[config.mk]
export PLATFORM = sky130hd
export DESIGN_NAME = crtTimingGen
export DESIGN_NICKNAME = d
export VERILOG_FILES = /design/src/rtl/crtPkg.sv /design/src/rtl/crtRegFile.sv /design/src/rtl/crtPulse.sv /design/src/rtl/crtCtrl.sv /design/src/rtl/crtAddr.sv /design/src/rtl/crtTimingGen.sv
export SDC_FILE = /design/constraint.sdc
export NUM_CORES = 1
export LEC_CHECK = 0
export BUFFER_PORTS_ARGS = -buffer_cell sky130_fd_sc_hd__buf_2
export CORE_ASPECT_RATIO = 2
export CORE_UTILIZATION = 40
export DETAILED_ROUTE_END_ITERATION = 8
export PLACE_DENSITY_LB_ADDON = 0.08
export SLEW_MARGIN = 20
export SYNTH_ARGS = -nofsm -noshare
export SYNTH_HDL_FRONTEND = slang
export SYNTH_HIERARCHICAL = 1
export SYNTH_SLANG_ARGS = --single-unit
[constraint.sdc]
create_clock -name clk -period 3 [get_ports clk]
set_clock_uncertainty 0.15 [all_clocks]
set_input_delay 0.3 -clock clk [delete_from_list [all_inputs] [get_ports clk]]
set_output_delay 0.3 -clock clk [all_outputs]
set_load 0.01 [all_outputs]
[src/rtl/crtPkg.sv]
package crtPkg;
  localparam int H_W    = 8;
  localparam int RA_W   = 5;
  localparam int V_W    = 7;
  localparam int MA_W   = 14;
  localparam int SW_W   = 4;
  localparam int DATA_W = 8;
  localparam int HI_W   = MA_W - DATA_W;

  localparam int IX_HTOTAL   = 0;
  localparam int IX_HDISP    = 1;
  localparam int IX_HSPOS    = 2;
  localparam int IX_SYNCW    = 3;
  localparam int IX_VTOTAL   = 4;
  localparam int IX_VDISP    = 6;
  localparam int IX_VSROW    = 7;
  localparam int IX_MAXRAS   = 9;
  localparam int IX_START_HI = 12;
  localparam int IX_START_LO = 13;
  localparam int IX_SPARE_HI = 14;
  localparam int IX_SPARE_LO = 15;
  localparam int IX_ONES     = 31;

  typedef struct packed {
    logic [H_W-1:0]  hTotal;
    logic [H_W-1:0]  hDisp;
    logic [H_W-1:0]  hsPos;
    logic [SW_W-1:0] hsWidth;
    logic [SW_W-1:0] vsWidth;
    logic [V_W-1:0]  vTotal;
    logic [V_W-1:0]  vDisp;
    logic [V_W-1:0]  vsRow;
    logic [RA_W-1:0] maxRaster;
  } crtTiming_t;

  typedef struct packed {
    logic lineEnd;
    logic nextRowZero;
    logic capture;
  } crtStrobe_t;
endpackage

[src/rtl/crtRegFile.sv]
module crtRegFile
  import crtPkg::*;
(
  input  logic              clk,
  input  logic              hostWe,
  input  logic              hostSel,
  input  logic [DATA_W-1:0] hostWData,
  output logic [DATA_W-1:0] hostRData,
  output crtTiming_t        tim,
  output logic [MA_W-1:0]   startAddr
);
  logic [DATA_W-1:0] idxQ;
  logic [HI_W-1:0]   startHi;
  logic [DATA_W-1:0] startLo;
  logic [HI_W-1:0]   spareHi;
  logic [DATA_W-1:0] spareLo;

  // index register and data registers; register 31 and unknown indexes ignore writes
  always_ff @(posedge clk) begin
    if (hostWe) begin
      if (!hostSel) begin
        idxQ <= hostWData;
      end else begin
        case (int'(idxQ))
          IX_HTOTAL:   tim.hTotal    <= hostWData[H_W-1:0];
          IX_HDISP:    tim.hDisp     <= hostWData[H_W-1:0];
          IX_HSPOS:    tim.hsPos     <= hostWData[H_W-1:0];
          IX_SYNCW: begin
            tim.hsWidth <= hostWData[SW_W-1:0];
            tim.vsWidth <= hostWData[2*SW_W-1:SW_W];
          end
          IX_VTOTAL:   tim.vTotal    <= hostWData[V_W-1:0];
          IX_VDISP:    tim.vDisp     <= hostWData[V_W-1:0];
          IX_VSROW:    tim.vsRow     <= hostWData[V_W-1:0];
          IX_MAXRAS:   tim.maxRaster <= hostWData[RA_W-1:0];
          IX_START_HI: startHi       <= hostWData[HI_W-1:0];
          IX_START_LO: startLo       <= hostWData;
          IX_SPARE_HI: spareHi       <= hostWData[HI_W-1:0];
          IX_SPARE_LO: spareLo       <= hostWData;
          default: ;
        endcase
      end
    end
  end

  assign startAddr = {startHi, startLo};

  always_comb begin
    case (int'(idxQ))
      IX_START_HI: hostRData = {{(DATA_W-HI_W){1'b0}}, startHi};
      IX_START_LO: hostRData = startLo;
      IX_SPARE_HI: hostRData = {{(DATA_W-HI_W){1'b0}}, spareHi};
      IX_SPARE_LO: hostRData = spareLo;
      IX_ONES:     hostRData = '1;
      default:     hostRData = '0;
    endcase
  end
endmodule

[src/rtl/crtPulse.sv]
module crtPulse #(
  parameter int CW = 4,
  parameter bit ZERO_MEANS_MAX = 1'b0
) (
  input  logic          clk,
  input  logic          rstN,
  input  logic          trigger,
  input  logic          advance,
  input  logic [CW-1:0] width,
  output logic          active
);
  logic [CW:0]   wEff;
  logic [CW:0]   wLess;
  logic [CW-1:0] left;
  logic          startNow;

  generate
    if (ZERO_MEANS_MAX) begin : g_zeroMax
      assign wEff = (width == '0) ? {1'b1, {CW{1'b0}}} : {1'b0, width};
    end else begin : g_zeroNone
      assign wEff = {1'b0, width};
    end
  endgenerate

  assign startNow = trigger && (wEff != '0);
  assign wLess    = wEff - 1'b1;

  always_ff @(posedge clk) begin
    if (!rstN) begin
      left <= '0;
    end else if (advance) begin
      if (startNow)          left <= wLess[CW-1:0];
      else if (left != '0)   left <= left - 1'b1;
    end
  end

  assign active = startNow || (left != '0);
endmodule

[src/rtl/crtCtrl.sv]
module crtCtrl
  import crtPkg::*;
(
  input  logic            clk,
  input  logic            rstN,
  input  crtTiming_t      tim,
  output logic [H_W-1:0]  hCnt,
  output logic [RA_W-1:0] rCnt,
  output logic [V_W-1:0]  vCnt,
  output crtStrobe_t      strb,
  output logic            hSync,
  output logic            vSync,
  output logic            dispEn
);
  logic hEnd, rEnd, vEnd;

  assign hEnd = (hCnt == tim.hTotal);
  assign rEnd = (rCnt == tim.maxRaster);
  assign vEnd = (vCnt == tim.vTotal);

  always_ff @(posedge clk) begin
    if (!rstN) begin
      hCnt <= '0;
      rCnt <= '0;
      vCnt <= '0;
    end else if (hEnd) begin
      hCnt <= '0;
      if (rEnd) begin
        rCnt <= '0;
        vCnt <= vEnd ? '0 : vCnt + 1'b1;
      end else begin
        rCnt <= rCnt + 1'b1;
      end
    end else begin
      hCnt <= hCnt + 1'b1;
    end
  end

  assign strb.lineEnd     = hEnd;
  assign strb.nextRowZero = rEnd ? vEnd : (vCnt == '0);
  assign strb.capture     = rEnd && (hCnt == tim.hDisp);

  assign dispEn = (hCnt < tim.hDisp) && (vCnt < tim.vDisp);

  crtPulse #(.CW(SW_W), .ZERO_MEANS_MAX(1'b0)) hPulse_i (
    .clk    (clk),
    .rstN   (rstN),
    .trigger(hCnt == tim.hsPos),
    .advance(1'b1),
    .width  (tim.hsWidth),
    .active (hSync)
  );

  crtPulse #(.CW(SW_W), .ZERO_MEANS_MAX(1'b1)) vPulse_i (
    .clk    (clk),
    .rstN   (rstN),
    .trigger((vCnt == tim.vsRow) && (rCnt == '0)),
    .advance(hEnd),
    .width  (tim.vsWidth),
    .active (vSync)
  );
endmodule

[src/rtl/crtAddr.sv]
module crtAddr
  import crtPkg::*;
(
  input  logic            clk,
  input  logic            rstN,
  input  crtStrobe_t      strb,
  input  logic [MA_W-1:0] startAddr,
  output logic [MA_W-1:0] ma
);
  logic [MA_W-1:0] maCnt;
  logic [MA_W-1:0] rowBase;
  logic [MA_W-1:0] nextLine;

  assign nextLine = strb.nextRowZero ? startAddr :
                    (strb.capture ? maCnt : rowBase);

  always_ff @(posedge clk) begin
    if (!rstN) begin
      maCnt   <= startAddr;
      rowBase <= startAddr;
    end else begin
      if (strb.capture) rowBase <= maCnt;
      if (strb.lineEnd) maCnt <= nextLine;
      else              maCnt <= maCnt + 1'b1;
    end
  end

  assign ma = maCnt;
endmodule

[src/rtl/crtTimingGen.sv]
module crtTimingGen
  import crtPkg::*;
(
  input  logic              clk,
  input  logic              rstN,
  input  logic              hostWe,
  input  logic              hostSel,
  input  logic [DATA_W-1:0] hostWData,
  output logic [DATA_W-1:0] hostRData,
  output logic              hSync,
  output logic              vSync,
  output logic              dispEn,
  output logic [MA_W-1:0]   ma,
  output logic [RA_W-1:0]   ra
);
  crtTiming_t      tim;
  logic [MA_W-1:0] startAddr;
  crtStrobe_t      strb;
  logic [H_W-1:0]  hCnt;
  logic [V_W-1:0]  vCnt;

  crtRegFile regs_i (
    .clk      (clk),
    .hostWe   (hostWe),
    .hostSel  (hostSel),
    .hostWData(hostWData),
    .hostRData(hostRData),
    .tim      (tim),
    .startAddr(startAddr)
  );

  crtCtrl ctrl_i (
    .clk   (clk),
    .rstN  (rstN),
    .tim   (tim),
    .hCnt  (hCnt),
    .rCnt  (ra),
    .vCnt  (vCnt),
    .strb  (strb),
    .hSync (hSync),
    .vSync (vSync),
    .dispEn(dispEn)
  );

  crtAddr addr_i (
    .clk      (clk),
    .rstN     (rstN),
    .strb     (strb),
    .startAddr(startAddr),
    .ma       (ma)
  );
endmodule

After elaboration in Yosys (flattened, before gate mapping)
Index checks and enable logic that the tools add are counted.
{"block": "totals", "elab_cells": 98, "ff_bits": 150, "in_bits": 12}
{"block": "op_classes", "n_mux": 14, "n_eq_ne": 18, "reduce_logical": 33, "bitwise": 2, "order_cmp": 2, "addsub": 8}
{"cell": "2-to-1 mux 14 bit", "n": 5}
{"cell": "equality test 8 x 4 -> 1 bit, second input constant", "n": 5}
{"cell": "one-hot mux 8 bit (5 select lines)", "n": 1}
{"cell": "AND reduction 3 bit", "n": 12}
{"cell": "equality test 8 x 3 -> 1 bit, second input constant", "n": 3}
{"cell": "equality test 8 bit", "n": 3}
{"cell": "equality test 8 x 2 -> 1 bit, second input constant", "n": 2}
{"cell": "2-to-1 mux 4 bit", "n": 4}
{"cell": "subtractor 4 x 1 -> 4 bit, second input constant", "n": 4}
{"cell": "adder 14 x 1 -> 14 bit, second input constant", "n": 1}
{"cell": "equality test 7 bit", "n": 2}
{"cell": "2-to-1 mux 5 bit", "n": 2}
{"cell": "nonzero test 5 bit", "n": 2}
{"cell": "adder 8 x 1 -> 8 bit, second input constant", "n": 1}
{"cell": "equality test 8 x 1 -> 1 bit, second input constant", "n": 1}
{"cell": "equality test 8 x 5 -> 1 bit, second input constant", "n": 1}
{"cell": "logical NOT 8 bit", "n": 1}
{"cell": "< comparator 8 bit", "n": 1}
{"cell": "nonzero test 4 bit", "n": 2}
{"cell": "adder 7 x 1 -> 7 bit, second input constant", "n": 1}
{"cell": "logical NOT 7 bit", "n": 1}
{"cell": "< comparator 7 bit", "n": 1}
{"cell": "2-to-1 mux 7 bit", "n": 1}
{"cell": "AND reduction 2 bit", "n": 3}
{"cell": "other kinds (10)", "n": 17}

Logic depth before layout (Yosys ltp)
{"block": "logic_depth", "word_depth": 6, "depth_mapped": 12}

Hierarchy
The synthesis kept the hierarchy.
{"module": "crtRegFile", "n_inst": 1, "seq_area_each_um2": 2822.7, "cells_per_inst": 165, "area_per_inst_um2": 3285.7}
{"module": "crtCtrl", "n_inst": 1, "seq_area_each_um2": 400.4, "cells_per_inst": 218, "area_per_inst_um2": 1757.9}
{"module": "crtAddr", "n_inst": 1, "seq_area_each_um2": 560.5, "cells_per_inst": 168, "area_per_inst_um2": 1461.4}
{"module": "crtPulse (ctrl_i.hPulse_i)", "n_inst": 1, "seq_area_each_um2": 80.1, "cells_per_inst": 30, "area_per_inst_um2": 305.3}
{"module": "crtPulse (ctrl_i.vPulse_i)", "n_inst": 1, "seq_area_each_um2": 80.1, "cells_per_inst": 29, "area_per_inst_um2": 290.3}

Worst setup path before layout
No wires, ideal clock.
{"block": "synth_path", "path_type": "register -> register", "from": "register ctrl_i.rCnt[3]", "to": "register addr_i.maCnt[13] (netlist: addr_i/ma[13])", "n_path_buf": 2, "path_stages_with_launch": 11, "arrival_time_ns": 2.293, "synth_period_minus_slack_ns": 2.503, "setup_ns": 0.060, "setup_slack_ns": 0.497, "cell_sequence": "dfxtp_1 -> xor2_1 -> nor3_1 -> nand3_1 -> clkbuf_1 -> buf_2 -> o21ai_0 -> nand3b_1 -> o22ai_1 -> a22oi_1 -> o311a_1"}
{"item": "from (decl)", "line": "crtCtrl.sv:8", "rtl": "output logic [RA_W-1:0] rCnt,"}
{"item": "from (signal assigned)", "line": "crtCtrl.sv:32", "rtl": "rCnt <= rCnt + 1'b1;"}
{"item": "to (signal assigned)", "line": "crtAddr.sv:19", "rtl": "maCnt <= startAddr;"}
{"item": "to (signal assigned)", "line": "crtAddr.sv:23", "rtl": "if (strb.lineEnd) maCnt <= nextLine;"}
{"item": "to (signal assigned)", "line": "crtAddr.sv:24", "rtl": "else maCnt <= maCnt + 1'b1;"}
{"item": "to (decl)", "line": "crtAddr.sv:10", "rtl": "logic [MA_W-1:0] maCnt;"}

Final worst setup path
{"block": "layout_path", "from": "register ctrl_i.rCnt[1]", "to": "output vSync"}
{"block": "layout_via", "elab_chain_len": 4}
{"item": "logical NOT 5 bit", "line": "crtCtrl.sv:57", "rtl": ".trigger((vCnt == tim.vsRow) && (rCnt == '0)),"}
{"item": "logical AND 1 bit", "line": "crtCtrl.sv:57"}
{"item": "logical AND 1 bit", "line": "crtPulse.sv:25", "rtl": "assign startNow = trigger && (wEff != '0);"}
{"item": "logical OR 1 bit", "line": "crtPulse.sv:37", "rtl": "assign active = startNow || (left != '0);"}
{"item": "to (decl)", "line": "crtTimingGen.sv:11", "rtl": "output logic vSync,"}
Every way passes these cells.

==> run summary <==
status - completed
Reg clk slew, reported paths - 0.06 ns
crit share post-route - 94.9%
sum of negative setup slack - 0 ns
Hold WC Path Type - in2reg
max cap viols - 0
setup bufs post-CTS - 0
# IOs - 42
# clock sinks - 150
TritonCTS clock tree - built
kind of critical path - reg2out
post-route antenna net violation count - 0
Fin. Hold Viols - 0
Power Density - 592 nW/um2
core region area - 17300 um2
total number of vias - 4823
worst-margin pin slew - 0.747 ns
Slew headroom - 49.8%
1st-iter DRT viols - 178
hold_sp - hostWData[7]
GP Congestion - 0.764
Main synth FF type - edfxtp_1
CP max FO - 8
register area share after synthesis - 55.5%
Reg2Reg Setup Slack - 0.37 ns
clk root buf - clkbuf_16
Vias/cell - 5.39
Overflow after GRT - 0
count of final setup violators - 0
H-tree depth - 4
area leader, netlist - edfxtp_1
top area cells in the synthesized netlist - edfxtp_1 (40%), dfxtp_1 (16%), xnor2_1 (4.8%)
Post-Syn Area per Cell - 11.6 um2
# rows - 68
DRC - 0
1st-pass router iterations - 4
worst path arrival time - 2.40 ns
CTS Buf Count - 17
ant diodes - 0
initial antenna violation count - 0
chip width - 96.2 um
reg2reg path depth - 10
Async SR Flop Fraction - 0%
share of cells above drive strength 1 - 19.0%
number of flops mapped to enable cells by yosys - 94
P&R area growth vs syn - 16.3%
first-pass GRT wire length - 26800 um
vias in the first global route - 4891
crit path to - vSync
clock tree buffer depth - 2
DP HPWL - 12800 um
Die Y - 190 um
largest net degree at the start of global routing - 35
share of the synthesized area in the top cell type - 39.8%
max-slew violations - 0
Post-Route WL - 17500 um
Peak VDD IR - 396 uV
post-synthesis cell type count - 68
die area - 18300 um2
Post-Syn Area - 7100 um2
crit start category - flip-flop
maximum clock frequency - 351 MHz
Post-CTS Hold Fix Bufs - 0
worst path required time - 2.55 ns
flops & latches, synth - 150
worst r2r src - ctrl_i/rCnt[1]
R2R Path End - ctrl_i/vPulse_i/left[2]
Mapped Cells - 610
synth warn - 6
Tot GR Track Use - 20.5%
routed len/inst - 19.5 um
Buffers on Ports - 41
Worst setup startpoint - ctrl_i/rCnt[1]
CP Capture Type - primary output
post-CTS sizing - 0
nets - 706
Clock Latency Late Sink - 0.42 ns
RSZ-0062 raised after global routing - false
final core occ - 47.8%
hold depth - 1
Final Critical Period - 2.85 ns
Leakage - 3.02 nW
Starting Density - 41.1%
-- through the flow --
step	power, mW	std cells	area (um2)	setup slack, ns	hold WS (ns)
finish	4.89	895	8260	0.154	0.124
global route	5.09	895	8260	0.00177	0.119
CTS	4.96	895	8260	0.0781	0.111
detailed placement	2.74	863	7630	0.331	0.346
global placement	2.73	863	7630	0.448	0.355
floorplan	2.59	614	7120	0.497	0.249
-- worst min path at each step --
stage	endpoint
finish	regs_i/tim[57]
global route	regs_i/tim[57]
CTS	addr_i/rowBase[12]
detailed placement	ctrl_i/hPulse_i/left[3]
global placement	addr_i/ma[1]
floorplan	regs_i/idxQ[0]
-- power by group --
group	leakage (nW)	internal, mW	total [mW]	switching [mW]
logic	1.40	0.156	0.371	0.216
registers	1.31	2.25	2.33	0.0792
clock network	0.309	1.37	2.19	0.823
-- cell families (layout without fill, tap and decap cells) --
kind of cell	after synthesis	count (layout)	share of synthesized area [%]
and+or+nand+nor	192	192	15.8
adders and majority gates	22	22	3.88
xor gates and xnor gates	51	51	6.40
muxes	26	26	3.77
buffers and inverters	61	132	3.86
AOI/OAI and AO/OA	107	107	10.7
other	1	5	0.0528
DFF	150	150	55.5
-- routing by layer --
metal	track usage [%]	vias up	share of wire [%]
li1	-	2363	-
met1	20.4	2347	36
met2	39.1	83	58
met3	3.83	30	2.7
met4	9.76	0	3.0
met5	0	-	0
-- cell usage after synthesis (all sizes together), types with 2 or more instances --
| library cell | n |
|---|---|
| or3 | 7 |
| nor2 | 35 |
| o211a | 2 |
| a21boi | 2 |
| and2 | 4 |
| o2bb2ai | 2 |
| nand4b | 2 |
| mux2i | 20 |
| buf | 14 |
| o21ai | 17 |
| dfxtp | 56 |
| o221ai | 7 |
| ha | 22 |
| nand3 | 19 |
| mux2 | 6 |
| a21o | 5 |
| o22ai | 7 |
| and3 | 3 |
| or2 | 4 |
| nand4 | 13 |
| a21oi | 28 |
| a2111oi | 2 |
| nor2b | 10 |
| nor4 | 12 |
| a22oi | 3 |
| xor2 | 11 |
| nand3b | 11 |
| or4b | 4 |
| a211oi | 7 |
| nand2b | 7 |
| nand2 | 44 |
| a31oi | 9 |
| nor3 | 13 |
| edfxtp | 94 |
| a22o | 2 |
| or3b | 3 |
| inv | 34 |
| o211ai | 3 |
| clkbuf | 13 |
| xnor2 | 40 |
-- cells in the final DEF (no fill, tap or decap), drive strengths merged, types with 11 or more instances in the layout --
cell type and count:
xnor2 40, nor2 35, nand3 19, nand3b 11, mux2i 20, xor2 11, edfxtp 94, ha 22
dfxtp 56, inv 37, buf 66, o21ai 17, nand2 44, nor4 12, nor3 13, clkbuf 25
nand4 13, a21oi 28
-- flip-flops by register name, summed over array words and instances (netlist names) --
name                  flops
regs_i/tim               58
ctrl_i/hCnt               8
ctrl_i/vPulse_i/left      4
ctrl_i/rCnt               5
regs_i/startHi            6
regs_i/startLo            8
regs_i/spareHi            6
addr_i/rowBase           14
ctrl_i/vCnt               7
addr_i/ma                14
regs_i/idxQ               8
regs_i/spareLo            8
ctrl_i/hPulse_i/left      4
-- cell type report --
type,instances,area (um2)
well taps,210,263
inverters,34,128
clock buffers,25,551
clock inverters,7,76.3
flip-flops and latches,150,3950
multi-input cells,403,2900
fillers,1612,9010
repair buffers,66,393
-- worst max-delay path, stage by stage (launching register included) --
cell and delay, ns:
dfxtp_1 0.43, inv_1 0.07, ha_1 0.17, nor4b_1 0.13, nand4_1 0.08, nor2_1 0.14
or3_4 0.37, or3_2 0.42, buf_2 0.15
Power figures use the tool's default switching activity.
